<file path="src/rtl/twalk_pkg.sv">
package twalk_pkg;

    localparam int NDIM       = 5;
    localparam int ALIGN_BITS = 6;

    typedef enum logic [1:0] {
        ELEM_U8  = 2'd0,
        ELEM_S8  = 2'd1,
        ELEM_F16 = 2'd2,
        ELEM_RSV = 2'd3
    } elem_kind_e;

    typedef struct packed {
        logic bad_kind;
        logic bad_align;
        logic empty;
    } launch_chk_t;

    function automatic logic [1:0] elem_bytes(input elem_kind_e kind);
        case (kind)
            ELEM_F16: elem_bytes = 2'd2;
            default:  elem_bytes = 2'd1;
        endcase
    endfunction

    function automatic logic kind_known(input elem_kind_e kind);
        kind_known = (kind != ELEM_RSV);
    endfunction

endpackage

</file>
<file path="src/rtl/twalk_base_bank.sv">
module twalk_base_bank #(
    parameter int AW = 32,
    parameter int NB = 8,
    localparam int SW = $clog2(NB)
) (
    input  logic          clk,
    input  logic          rst,
    input  logic          wr_en,
    input  logic [SW-1:0] wr_idx,
    input  logic [AW-1:0] wr_data,
    input  logic [SW-1:0] rd_idx,
    output logic [AW-1:0] rd_data
);
    logic [AW-1:0] slot [NB];

    for (genvar i = 0; i < NB; i++) begin : g_slot
        always_ff @(posedge clk) begin
            if (rst)
                slot[i] <= '0;
            else if (wr_en && (wr_idx == SW'(i)))
                slot[i] <= wr_data;
        end
    end

    assign rd_data = slot[rd_idx];
endmodule

</file>
<file path="src/rtl/twalk_cfg_check.sv">
module twalk_cfg_check
    import twalk_pkg::*;
#(
    parameter int AW = 32,
    parameter int EW = 16
) (
    input  elem_kind_e                    kind,
    input  logic [NDIM-1:0][EW-1:0]       extent,
    input  logic [NDIM-1:1][AW-1:0]       stride,
    output launch_chk_t                   chk
);
    logic [NDIM-1:0] ext_zero;
    logic [NDIM-1:1] str_off;

    for (genvar d = 0; d < NDIM; d++) begin : g_ext
        assign ext_zero[d] = (extent[d] == '0);
    end

    for (genvar k = 1; k < NDIM; k++) begin : g_str
        assign str_off[k] = |stride[k][ALIGN_BITS-1:0];
    end

    always_comb begin
        chk.bad_kind  = !kind_known(kind);
        chk.bad_align = |str_off;
        chk.empty     = |ext_zero;
    end
endmodule

</file>
<file path="src/rtl/twalk_odometer.sv">
module twalk_odometer
    import twalk_pkg::*;
#(
    parameter int EW = 16
) (
    input  logic                    clk,
    input  logic                    rst,
    input  logic                    load,
    input  logic                    step,
    input  logic [NDIM-1:0][EW-1:0] ext,
    output logic [NDIM-1:0]         bump,
    output logic                    col_wrap,
    output logic                    last
);
    logic [EW-1:0]   idx [NDIM];
    logic [NDIM-1:0] wrap;
    logic [NDIM-1:0] inc;

    for (genvar d = 0; d < NDIM; d++) begin : g_dim
        assign wrap[d] = (idx[d] == (ext[d] - 1'b1));

        if (d == 0) begin : g_first
            assign inc[d] = 1'b1;
        end else begin : g_rest
            assign inc[d] = inc[d-1] & wrap[d-1];
        end

        assign bump[d] = inc[d] & ~wrap[d];

        always_ff @(posedge clk) begin
            if (rst || load)
                idx[d] <= '0;
            else if (step && inc[d])
                idx[d] <= wrap[d] ? '0 : idx[d] + 1'b1;
        end
    end

    assign col_wrap = wrap[0];
    assign last     = &wrap;
endmodule

</file>
<file path="src/rtl/twalk_addr_accum.sv">
module twalk_addr_accum
    import twalk_pkg::*;
#(
    parameter int AW = 32
) (
    input  logic                    clk,
    input  logic                    rst,
    input  logic                    load,
    input  logic [AW-1:0]           base,
    input  logic                    step,
    input  logic [NDIM-1:0]         bump,
    input  logic [1:0]              esz,
    input  logic [NDIM-1:1][AW-1:0] stride,
    output logic [AW-1:0]           addr
);
    logic [AW-1:0]   line_base [NDIM-1:1];
    logic [AW-1:0]   jump;
    logic [NDIM-1:1] reach;

    always_comb begin
        jump = '0;
        for (int k = 1; k < NDIM; k++) begin
            if (bump[k])
                jump = line_base[k] + stride[k];
        end
    end

    for (genvar j = 1; j < NDIM; j++) begin : g_line
        assign reach[j] = |bump[NDIM-1:j];

        always_ff @(posedge clk) begin
            if (rst)
                line_base[j] <= '0;
            else if (load)
                line_base[j] <= base;
            else if (step && reach[j])
                line_base[j] <= jump;
        end
    end

    always_ff @(posedge clk) begin
        if (rst)
            addr <= '0;
        else if (load)
            addr <= base;
        else if (step)
            addr <= bump[0] ? addr + {{(AW-2){1'b0}}, esz} : jump;
    end
endmodule

</file>
<file path="src/rtl/tensor_addr_walker.sv">
module tensor_addr_walker
    import twalk_pkg::*;
#(
    parameter int ADDR_W    = 32,
    parameter int EXT_W     = 16,
    parameter int NUM_BASES = 8,
    localparam int SEL_W    = $clog2(NUM_BASES)
) (
    input  logic                        clk,
    input  logic                        rst,
    input  logic                        base_wr_en,
    input  logic [SEL_W-1:0]            base_wr_idx,
    input  logic [ADDR_W-1:0]           base_wr_data,
    input  logic                        start,
    input  logic [SEL_W-1:0]            base_sel,
    input  logic [1:0]                  cfg_kind,
    input  logic [NDIM-1:0][EXT_W-1:0]  cfg_extent,
    input  logic [NDIM-1:1][ADDR_W-1:0] cfg_stride,
    input  logic                        addr_ready,
    output logic                        addr_valid,
    output logic [ADDR_W-1:0]           addr,
    output logic                        addr_last,
    output logic                        busy,
    output logic                        cfg_err
);
    elem_kind_e                  kind_in;
    launch_chk_t                 chk;
    logic                        cfg_bad;
    logic                        cfg_empty;
    logic                        launch;
    logic                        go;
    logic                        fire;
    logic                        walk_step;
    logic [ADDR_W-1:0]           sel_base;
    logic [NDIM-1:0][EXT_W-1:0]  ext_q;
    logic [NDIM-1:1][ADDR_W-1:0] stride_q;
    logic [1:0]                  esz_q;
    logic [NDIM-1:0]             bump;
    logic                        col_wrap;
    logic                        walk_last;

    assign kind_in = elem_kind_e'(cfg_kind);

    twalk_base_bank #(.AW(ADDR_W), .NB(NUM_BASES)) u_bank (
        .clk     (clk),
        .rst     (rst),
        .wr_en   (base_wr_en),
        .wr_idx  (base_wr_idx),
        .wr_data (base_wr_data),
        .rd_idx  (base_sel),
        .rd_data (sel_base)
    );

    twalk_cfg_check #(.AW(ADDR_W), .EW(EXT_W)) u_check (
        .kind   (kind_in),
        .extent (cfg_extent),
        .stride (cfg_stride),
        .chk    (chk)
    );

    assign cfg_bad   = chk.bad_kind | chk.bad_align;
    assign cfg_empty = chk.empty;
    assign launch    = start && !busy;
    assign go        = launch && !cfg_bad && !cfg_empty;
    assign fire      = busy && addr_ready;
    assign walk_step = fire && !walk_last;

    always_ff @(posedge clk) begin
        if (rst) begin
            busy     <= 1'b0;
            cfg_err  <= 1'b0;
            ext_q    <= '0;
            stride_q <= '0;
            esz_q    <= 2'd1;
        end else if (launch) begin
            busy    <= go;
            cfg_err <= cfg_bad;
            if (go) begin
                ext_q    <= cfg_extent;
                stride_q <= cfg_stride;
                esz_q    <= elem_bytes(kind_in);
            end
        end else if (fire && walk_last) begin
            busy <= 1'b0;
        end
    end

    twalk_odometer #(.EW(EXT_W)) u_odo (
        .clk      (clk),
        .rst      (rst),
        .load     (go),
        .step     (walk_step),
        .ext      (ext_q),
        .bump     (bump),
        .col_wrap (col_wrap),
        .last     (walk_last)
    );

    twalk_addr_accum #(.AW(ADDR_W)) u_acc (
        .clk    (clk),
        .rst    (rst),
        .load   (go),
        .base   (sel_base),
        .step   (walk_step),
        .bump   (bump),
        .esz    (esz_q),
        .stride (stride_q),
        .addr   (addr)
    );

    assign addr_valid = busy;
    assign addr_last  = busy && walk_last;
endmodule

</file>
<file path="config.mk">
export PLATFORM = sky130hd
export DESIGN_NAME = tensor_addr_walker
export DESIGN_NICKNAME = d
export VERILOG_FILES = /design/src/rtl/twalk_pkg.sv /design/src/rtl/twalk_base_bank.sv /design/src/rtl/twalk_cfg_check.sv /design/src/rtl/twalk_odometer.sv /design/src/rtl/twalk_addr_accum.sv /design/src/rtl/tensor_addr_walker.sv
export SDC_FILE = /design/constraint.sdc
export NUM_CORES = 1
export LEC_CHECK = 0
export BUFFER_PORTS_ARGS = -buffer_cell sky130_fd_sc_hd__buf_2
export CORE_MARGIN = 2
export CORE_UTILIZATION = 45
export DETAILED_ROUTE_END_ITERATION = 7
export GPL_TIMING_DRIVEN = 0
export SYNTH_ARGS = -nofsm -noshare
export SYNTH_HDL_FRONTEND = slang
export SYNTH_HIERARCHICAL = 1
export SYNTH_SLANG_ARGS = --single-unit
</file>
<file path="constraint.sdc">
create_clock -name clk -period 16.8 [get_ports clk]
set_input_delay 1.68 -clock clk [delete_from_list [all_inputs] [get_ports clk]]
set_output_delay 1.68 -clock clk [all_outputs]
set_load 0.03 [all_outputs]
</file>
# Yosys cells after proc, flatten, opt, wreduce, memory -nomap -nowiden

Memory sizes are Yosys's and may differ from the RTL's.
Index checks and enable logic that the tools add are counted.
Widths: inputs -> output; s select.

Register bits: 244
Memory bits (writable): 464
Bits of input ports: 253
Output and inout port bits: 36
Logic and storage cells: 220
Memories: 3

Add/sub/neg operators: 15
Equal/unequal tests: 14
Multiplexer cells: 98
Bitwise logic cells: 33
Reductions and logical operators: 44

Memories:

| memory          | depth | width | rd ports | clocked after Yosys merged registers in | wr ports | line                   | RTL |
|---|---|---|---|---|---|---|---|
| u_bank.slot     | 8     | 32    | 1        | 0                                       | 8        | twalk_base_bank.sv:14  | `logic [AW-1:0] slot [NB];` |
| u_acc.line_base | 4     | 32    | 4        | 0                                       | 4        | twalk_addr_accum.sv:16 | `logic [AW-1:0] line_base [NDIM-1:1];` |
| u_odo.idx       | 5     | 16    | 5        | 0                                       | 5        | twalk_odometer.sv:15   | `logic [EW-1:0] idx [NDIM];` |

Operators with widths:

| kind                  | number |
|---|---|
| $mux 32               | 23 |
| $mux 16               | 10 |
| $add 32x32->32        | 4 |
| $add 16x1->16 const B | 5 |
| $eq 16x16->1          | 5 |
| $logic_not 16->1      | 5 |
| $sub 16x1->16 const B | 5 |
| $mux 1                | 64 |
| $add 32x2->32         | 1 |
| $reduce_or 24->1      | 1 |
| $logic_and 1x1->1     | 23 |
| $or 1x1->1            | 22 |
| $eq 3x3->1 const B    | 4 |
| $and 1x1->1           | 7 |
| $eq 3x2->1 const B    | 2 |
| $logic_not 1->1       | 5 |
| $reduce_and 5->1      | 1 |
| $reduce_or 5->1       | 1 |
| $not 1->1             | 4 |
| $reduce_bool 2->1     | 2 |
| $reduce_or 4->1       | 1 |
| $eq 3x1->1 const B    | 1 |
| $logic_not 3->1       | 1 |
| $reduce_or 3->1       | 1 |
| 6 further kinds       | 6 |

# Longest topological paths before layout

Gate-level depths: netlist of run 1.

Depth after elaboration: 13
Gate-level depth with buffers: 24
Gate-level depth less buffers: 19

# Modules after synthesis

The synthesis of run 1 kept the hierarchy.

Modules (own cells, without submodules):

| module             | instances | cells an instance | area each (um2) | sequential area each (um2) |
|---|---|---|---|---|
| twalk_addr_accum   | 1         | 1741              | 14731.6         | 4484.3 |
| twalk_base_bank    | 1         | 730               | 11497.3         | 7687.4 |
| tensor_addr_walker | 1         | 971               | 8026.4          | 4244.1 |
| twalk_odometer     | 1         | 821               | 7509.7          | 2402.3 |
| twalk_cfg_check    | 1         | 36                | 232.7           | 0.0 |

# Worst setup path before layout of run 1

Ideal clock, no wire load.

Kind: reg2reg
From: reg ext_q[0] (netlist name)
To: reg u_acc/line_base[0][32] (netlist name)
Library setup time: 431 ps
Data arrival time: 4939 ps
Required time: 16369 ps
Path slack: 11430 ps
Stages on the path, launching flop included: 16
Buffers on the path: 4
Period minus slack after synthesis: 5370 ps
Cells stage by stage: dfxtp_1 inv_1 ha_1 buf_2 nor3b_1 nand3_1 mux2_1 or4_1 a211oi_2 nand3_1 nor2b_1 clkbuf_1 clkbuf_1 inv_1 clkbuf_1 o211ai_1

RTL lines:

| what                   | line                     | RTL |
|---|---|---|
| start, declared        | tensor_addr_walker.sv:35 | `logic [NDIM-1:0][EXT_W-1:0] ext_q;` |
| start signal, assigned | tensor_addr_walker.sv:79 | `ext_q <= cfg_extent;` |

==> flow_metrics.py, run 1 <==
metrics = {
    "route": {
        "routed_wl_um": 147900,
        "drtIter0Drc": 3582,
        "first_pass_iters": 6,
        "wl_per_cell_um": 24.63,
        "drc": 0,
        "via_count": 36990,
        "via_per_inst": 6.161,
        "ant_nets": 0,
    },
    "yosys": {
        "synth-edff-count": 464,
        "ys_ff_latch": 708,
        "synth_top_family_by_area": "simple AND/OR/NAND/NOR gates",
        "yosysWarnings": 6,
        "synthAdderAreaFrac": 0.04290,
        "yosysUniqueCellTypes": 115,
        "yosys-top-cells-area": "edfxtp_1 33%, dfxtp_1 12%, a21oi_1 4.5%, ha_1 4.1%, nor3_1 4.0%",
        "synth-xor-area-share": 0.05693,
        "synth_top_area_frac": 0.3318,
        "yosys.area.top_type": "edfxtp_1",
        "postSynthCellCount": 4299,
        "synth_nets": 4693,
        "synth-compound-area-share": 0.1765,
        "seq_area_frac_synth": 0.4481,
        "syn_area_mm2": 0.04200,
        "yosys.area_share.simple": 0.1807,
        "synth_ff_type": "edfxtp_1",
        "synthMuxAreaShare": 0.05065,
        "async_flop_share": 0,
        "synth.avg_cell_area_um2": 9.769,
    },
    "clock_tree": {
        "post_cts_buffers": 0,
        "cts_root_buf": "clkbuf_16",
        "cts_made_buffers": 82,
        "clockBufferDepth": 3,
        "cts.sinks": 708,
        "cts-resized-gates": 0,
        "path_clk_slew_ns": 0.06,
        "hold_buffers": 0,
        "cts_tree": "done",
        "htree_levels": 3,
        "clk_latency_ns": 0.67,
    },
    "worst_hold_path": {
        "hp-class": "register to register",
        "hold_depth": 2,
        "whs_endpoint": "stride_q[96]",
        "hold_path.startpoint": "stride_q[96]",
    },
    "cells_and_area": {
        "nNetsFinal": 5075,
        "design_area_mm2": 0.04804,
        "area_growth_pct": 14.38,
        "drive_above_1_share": 0.1405,
        "n_fill_cell": 8737,
        "final_cell_mix": "464 x edfxtp_1, 374 x a21oi_1, 342 x buf_2, 332 x nor3_1",
        "mostFrequentLayoutCell": "edfxtp_1",
        "post_layout_nonfiller_instances": 6004,
    },
    "global_routing": {
        "grt_pass1_vias": 35200,
        "track_usage": 0.3021,
        "overflow": 0,
        "grt_pass1_wl_um": 217600,
        "antenna_found_initial": 6,
        "grt_max_degree": 33,
    },
    "critical_path": {
        "regToRegStartpoint": "ext_q[16]",
        "worstPathRequired_ns": 17.32,
        "cp-start-kind": "register",
        "path_class": "register to register",
        "end_kind": "register",
        "reg2reg_slack_ns": 9.22,
        "worstPathArrival_ns": 8.10,
        "path_max_fanout": 10,
        "rr_worst_depth": 16,
        "reg2reg_to": "u_acc/line_base[0][41]",
    },
    "floorplan": {
        "die_h_um": 309.5,
        "initial_core_util": 0.4520,
        "num_rows": 112,
        "io_pins": 289,
        "dieArea_mm2": 0.09579,
        "coreArea_mm2": 0.09291,
        "die_x_um": 309.5,
    },
    "timing": {
        "hold_violations": 0,
        "finalSetupViolations": 0,
        "rsz0062_at_grt": "no",
        "tightest_slew_ns": 1.349,
        "holdWs_ns": 0.4797,
        "skew_ns": 0.05900,
        "fin_tns_setup_ns": 0,
        "period_needed_ns": 7.580,
        "max-slew-margin-rel": 0.09866,
        "finalCritPeriodShare": 0.4512,
        "drv_slew": 0,
        "fmax_mhz": 131.9,
    },
    "power_and_ir_drop": {
        "internal_power_w": 0.003032,
        "power_switching_w": 0.0009686,
        "power_leakage_nw": 16.95,
        "p_per_area_mw_per_mm2": 83.27,
        "swShare": 0.2421,
        "p_comb_frac": 0.071,
        "p_clk_frac": 0.445,
        "peakVddDrop_mv": 0.08861,
        "pwr-share-seq": 0.484,
    },
    "job": {
        "cap_violations": 0,
    },
    "placed_design": {
        "placed_area_mm2": 0.04534,
        "port-buffer-count": 285,
        "globalplace.congestion": 0.9890,
        "dp_hpwl_um": 112600,
        "dp_cells": 5851,
    },
    "run_status": {
        "status": "complete, no violations",
    },
}
==> worst max-delay path by stage <==
stage / cells after the start / startpoint / endpoint / slack [ns]
floorplan: 15 / ext_q[0] / u_acc/line_base[0][32] / 11.43
global placement: 12 / cfg_stride[67] / u_acc/line_base[0][1] / 8.69
detailed placement: 12 / cfg_stride[67] / u_acc/line_base[0][96] / 9.05
CTS: 17 / ext_q[16] / u_acc/line_base[0][23] / 9.41
global route: 17 / ext_q[16] / u_acc/line_base[0][23] / 9.06
finish: 16 / ext_q[16] / u_acc/line_base[0][41] / 9.22
==> cell type report <==
class / count / area [um^2] / area share
multi-input combinational: 3165 / 21440 / 0.4464
antenna: 3 / 7.507 / 0.0001563
clock buffer: 114 / 2306 / 0.04800
buffer: 311 / 1428 / 0.02972
timing repair buffer: 298 / 1648 / 0.03430
sequential: 708 / 18820 / 0.3917
clock inverter: 36 / 387.9 / 0.008074
inverter: 115 / 431.7 / 0.008986
tap: 1254 / 1569 / 0.03266
==> registers in the layout (all words and copies together), names as in the netlist <==
name             cells
u_acc/line_base    128
addr_valid           1
stride_q           128
ext_q               80
esz_q                2
cfg_err              1
u_acc/addr          32
u_odo/idx           80
u_bank/slot        256
==> worst max-delay path: stages (launching register included) <==
cell,delay (ns)
dfxtp_1,0.40
inv_1,0.09
ha_1,0.23
nor3b_1,0.57
nand3_1,0.17
xnor2_1,0.18
or4_1,0.47
nor4_1,0.56
nand3_1,0.61
nor4b_2,0.39
clkbuf_1,0.66
clkinv_1,0.69
nand2_1,0.40
clkbuf_1,0.62
a21oi_1,0.18
a222oi_1,0.88
a22o_1,0.30
==> per-layer routing <==
layer  GRT usage  vias up  wire length, um
li1            -    17130                -
met1      0.4065    18090            62820
met2      0.4849     1520            67520
met3     0.05765      257            12060
met4      0.1095        2             5476
met5           0        -               13
==> per-stage QoR <==
| step | setup WS (ns) | total power, W | utilization |
|---|---|---|---|
| after detailed placement | 9.054 | 0.002250 | 0.4880 |
| after global placement | 8.694 | 0.002242 | 0.4843 |
| after CTS | 9.411 | 0.004024 | 0.5170 |
| after global routing | 9.059 | 0.004118 | 0.5170 |
| final | 9.220 | 0.004000 | 0.5170 |
| after floorplan | 11.43 | 0.002118 | - |
==> power by group through the flow <==
stage          registers (W)  clock network (W)  logic, W
2_1_floorplan        0.00196                  0  0.000154
3_3_place_gp         0.00197                  0  0.000267
3_5_place_dp         0.00197                  0  0.000278
4_1_cts              0.00194            0.00181  0.000279
5_1_grt              0.00194            0.00188  0.000299
6_report             0.00194            0.00178  0.000283
==> synthesized netlist by cell type, types with 34 or more instances <==
master / n
ha_1: 136
mux2_2: 35
nand2_1: 219
o21ai_1: 127
clkbuf_1: 201
a211oi_1: 44
o21ai_0: 311
xnor2_1: 173
edfxtp_1: 464
nor4_2: 36
mux4_1: 40
a21o_1: 53
nor3_1: 332
nand4_1: 48
nor4_1: 49
nor2_1: 182
nand3_1: 310
inv_1: 81
clkinv_1: 34
a21oi_1: 374
xor2_1: 100
dfxtp_1: 244
buf_2: 56
and3_1: 44
==> cell families after synthesis <==
kind of cell / Yosys count
compound gates: 1216
xor+xnor: 273
fa+ha+maj: 141
buf+inv: 426
flops: 708
mux: 113
simple gates: 1422
(Power assumes the default switching activity.)
==> run 2, diff against run 1 <==
--- a/config.mk
+++ b/config.mk
@@ -5,6 +5,7 @@
 export SDC_FILE = /design/constraint.sdc
 export NUM_CORES = 1
 export LEC_CHECK = 0
+export ABC_AREA = 1
 export BUFFER_PORTS_ARGS = -buffer_cell sky130_fd_sc_hd__buf_2
 export CORE_MARGIN = 2
 export CORE_UTILIZATION = 45
==> constraint.sdc (replaced) <==
create_clock -name clk -period 6.3 [get_ports clk]
set_input_delay 0.63 -clock clk [delete_from_list [all_inputs] [get_ports clk]]
set_output_delay 0.63 -clock clk [all_outputs]
set_load 0.03 [all_outputs]
==> flow_metrics.py, run 2 <==
metrics = {
    "floorplan": {
        "io_pins": 289,
        "die_h_um": 324.4,
        "die_x_um": 324.4,
        "dieArea_mm2": 0.1052,
        "initial_core_util": 0.4540,
        "coreArea_mm2": 0.1017,
        "num_rows": 117,
    },
    "timing": {
        "hold_violations": 0,
        "fmax_mhz": 168.9,
        "fin_ws_ns": 0.3804,
        "tightest_slew_ns": 1.551,
        "finalCritPeriodShare": 0.9396,
        "period_needed_ns": 5.920,
        "holdWs_ns": 0.1556,
        "finalSetupViolations": 0,
        "max-slew-margin-rel": -0.04334,
        "drv_slew": 2,
        "skew_ns": 0.05319,
        "rsz0062_at_grt": "no",
    },
    "critical_path": {
        "path_max_fanout": 32,
        "worstPathRequired_ns": 6.61,
        "path_class": "register to register",
        "regToRegStartpoint": "ext_q[32]",
        "cp-start-kind": "register",
        "end_kind": "register",
        "worstPathArrival_ns": 6.23,
        "rr_worst_depth": 18,
        "crit_path_start": "ext_q[32]",
    },
    "yosys": {
        "postSynthCellCount": 6649,
        "ys_ff_latch": 708,
        "seq_area_frac_synth": 0.4074,
        "yosys.area.top_type": "edfxtp_1",
        "synth_nets": 7043,
        "yosysWarnings": 6,
        "synth_top_area_frac": 0.3016,
        "yosys-top-cells-area": "edfxtp_1 30%, nand2_1 17%, dfxtp_1 11%, nor2_1 9.0%, inv_1 8.1%",
        "synth.avg_cell_area_um2": 6.947,
        "synth-edff-count": 464,
        "synthTopCellsByCount": "2,148 x nand2_1, 1,103 x nor2_1, 998 x inv_1",
        "yosysMostFrequentCell": "nand2_1",
        "async_flop_share": 0,
        "yosysUniqueCellTypes": 67,
        "synth_ff_type": "edfxtp_1",
        "syn_area_mm2": 0.04619,
    },
    "global_routing": {
        "antenna_found_initial": 4,
        "grt_max_degree": 33,
        "overflow": 0,
        "grt_pass1_vias": 39410,
        "track_usage": 0.2981,
        "grt_pass1_wl_um": 239100,
    },
    "worst_hold_path": {
        "hold_depth": 3,
        "hold_path.startpoint": "cfg_stride[112]",
        "hp-class": "primary input to register",
    },
    "clock_tree": {
        "cts.sinks": 708,
        "cts-resized-gates": 0,
        "cts_made_buffers": 84,
        "post_cts_buffers": 0,
        "clk_latency_ns": 0.71,
        "cts_root_buf": "clkbuf_16",
        "hold_buffers": 0,
        "htree_levels": 3,
        "cts_tree": "done",
        "clockBufferDepth": 3,
        "path_clk_slew_ns": 0.06,
    },
    "placed_design": {
        "dp_slack_ns": -0.2774,
        "globalplace.congestion": 1.013,
        "dp_hpwl_um": 126900,
        "placed_area_mm2": 0.04946,
        "port-buffer-count": 287,
    },
    "route": {
        "first_pass_iters": 8,
        "via_count": 42590,
        "drtIter0Drc": 3366,
        "wl_per_cell_um": 19.01,
        "via_per_inst": 5.031,
        "routed_wl_um": 160900,
        "ant_nets": 0,
        "drc": 0,
    },
    "cells_and_area": {
        "multi_input_area_mm2": 0.02235,
        "final_cell_mix": "2,138 x nand2_1, 1,103 x nor2_1, 998 x inv_1, 464 x edfxtp_1, 408 x nand3_1",
        "drive_above_1_share": 0.1005,
        "final-seq-area_mm2": 0.01882,
        "reg.largest.list": "u_bank/slot (256), stride_q (128), u_acc/line_base (128)",
        "area_growth_pct": 12.96,
        "largest-register": "u_bank/slot",
        "largest_reg_flops": 256,
        "n_fill_cell": 10260,
        "design_area_mm2": 0.05218,
        "final_util": 0.5128,
        "antennaDiodeCount": 0,
        "mostFrequentLayoutCell": "nand2_1",
        "nNetsFinal": 7420,
    },
    "power_and_ir_drop": {
        "peakVddDrop_mv": 0.2617,
        "power_leakage_nw": 26.83,
        "p_total_w": 0.01069,
        "p_per_area_mw_per_mm2": 204.9,
    },
    "job": {
        "cap_violations": 1,
    },
    "run_status": {
        "status": "complete, but fails checks",
        "violations": "max-capacitance violations, max-slew violations",
    },
}
==> run 2: changes by cell type in the layout (fill, tap and decap cells not counted), moves of 153 or more <==
cell     delta
a21oi_1   -153
inv_1     +917
nand2_1  +1921
nor2_1    +921
nor3_1    -281
o21ai_0   -173
==> run 2: path summary, 6_finish.rpt <==
kind,end,slack [ns]
hold reg to reg,u_acc/addr[0],0.51
setup reg to reg,u_acc/line_base[0][112],0.38
hold / removal,stride_q[112],0.16
setup / recovery,u_acc/line_base[0][112],0.38
==> run 2: cells by family (layout without fill, tap and decap cells) <==
group           after synthesis  in the layout  share of synthesized area
buf+inv                    1214           1662                     0.1098
flops                       708            708                     0.4074
fa+ha+maj                   141            141                    0.03901
simple gates               3953           3953                     0.3562
xor+xnor                    167            167                    0.03226
compound gates              466            466                    0.05534
==> run 2: critical path, cell delays in order (launching register included) <==
cell and delay [ns]:
dfxtp_1 0.37, inv_1 0.09, ha_1 0.22, nand2_1 0.15, inv_1 0.10, nand2_1 0.06
nand3_1 0.07, nor2_1 0.13, nand3_1 0.10, nor2_1 0.22, nand4_4 0.23, nor2_8 0.21
nand2_1 0.12, nor2_1 0.72, inv_1 0.22, buf_2 0.30, nor2_1 0.89, inv_1 0.45
nand2_2 0.84
==> run 2: metrics by stage <==
| stage | TNS (ns) | std cells |
|---|---|---|
| 6_report | 0 | 8465 |
| 5_1_grt | 0 | 8465 |
| 4_1_cts | 0 | 8465 |
| 3_5_place_dp | -8.777 | 8308 |
| 3_3_place_gp | -6.254 | 8304 |
| 2_1_floorplan | 0 | 6649 |
==> run 2: layer usage <==
layer  global-route usage  vias to the layer above  wire [um]
met1               0.3859                    19420      68740
met5                    0                        -         36
met4               0.1261                        6       7185
li1                     -                    21500          -
met3              0.05734                      310      11710
met2               0.4866                     1344      73280
==> run 2: final cells by class <==
type                            count  share of cell area
Buffer                            200             0.02410
Clock buffer                      108             0.04381
Clock inverter                     49            0.008225
Inverter                         1014             0.07311
Multi-Input combinational cell   4727              0.4283
Sequential cell                   708              0.3607
Tap cell                         1368             0.03280
Timing Repair Buffer              291             0.02897
==> run 2: report_power, final <==
| part | total, W | internal (W) | switching [W] |
|---|---|---|---|
| registers | 0.00517 | 0.00510 | 0.0000741 |
| clock network | 0.00478 | 0.00265 | 0.00213 |
| logic | 0.000738 | 0.000230 | 0.000508 |
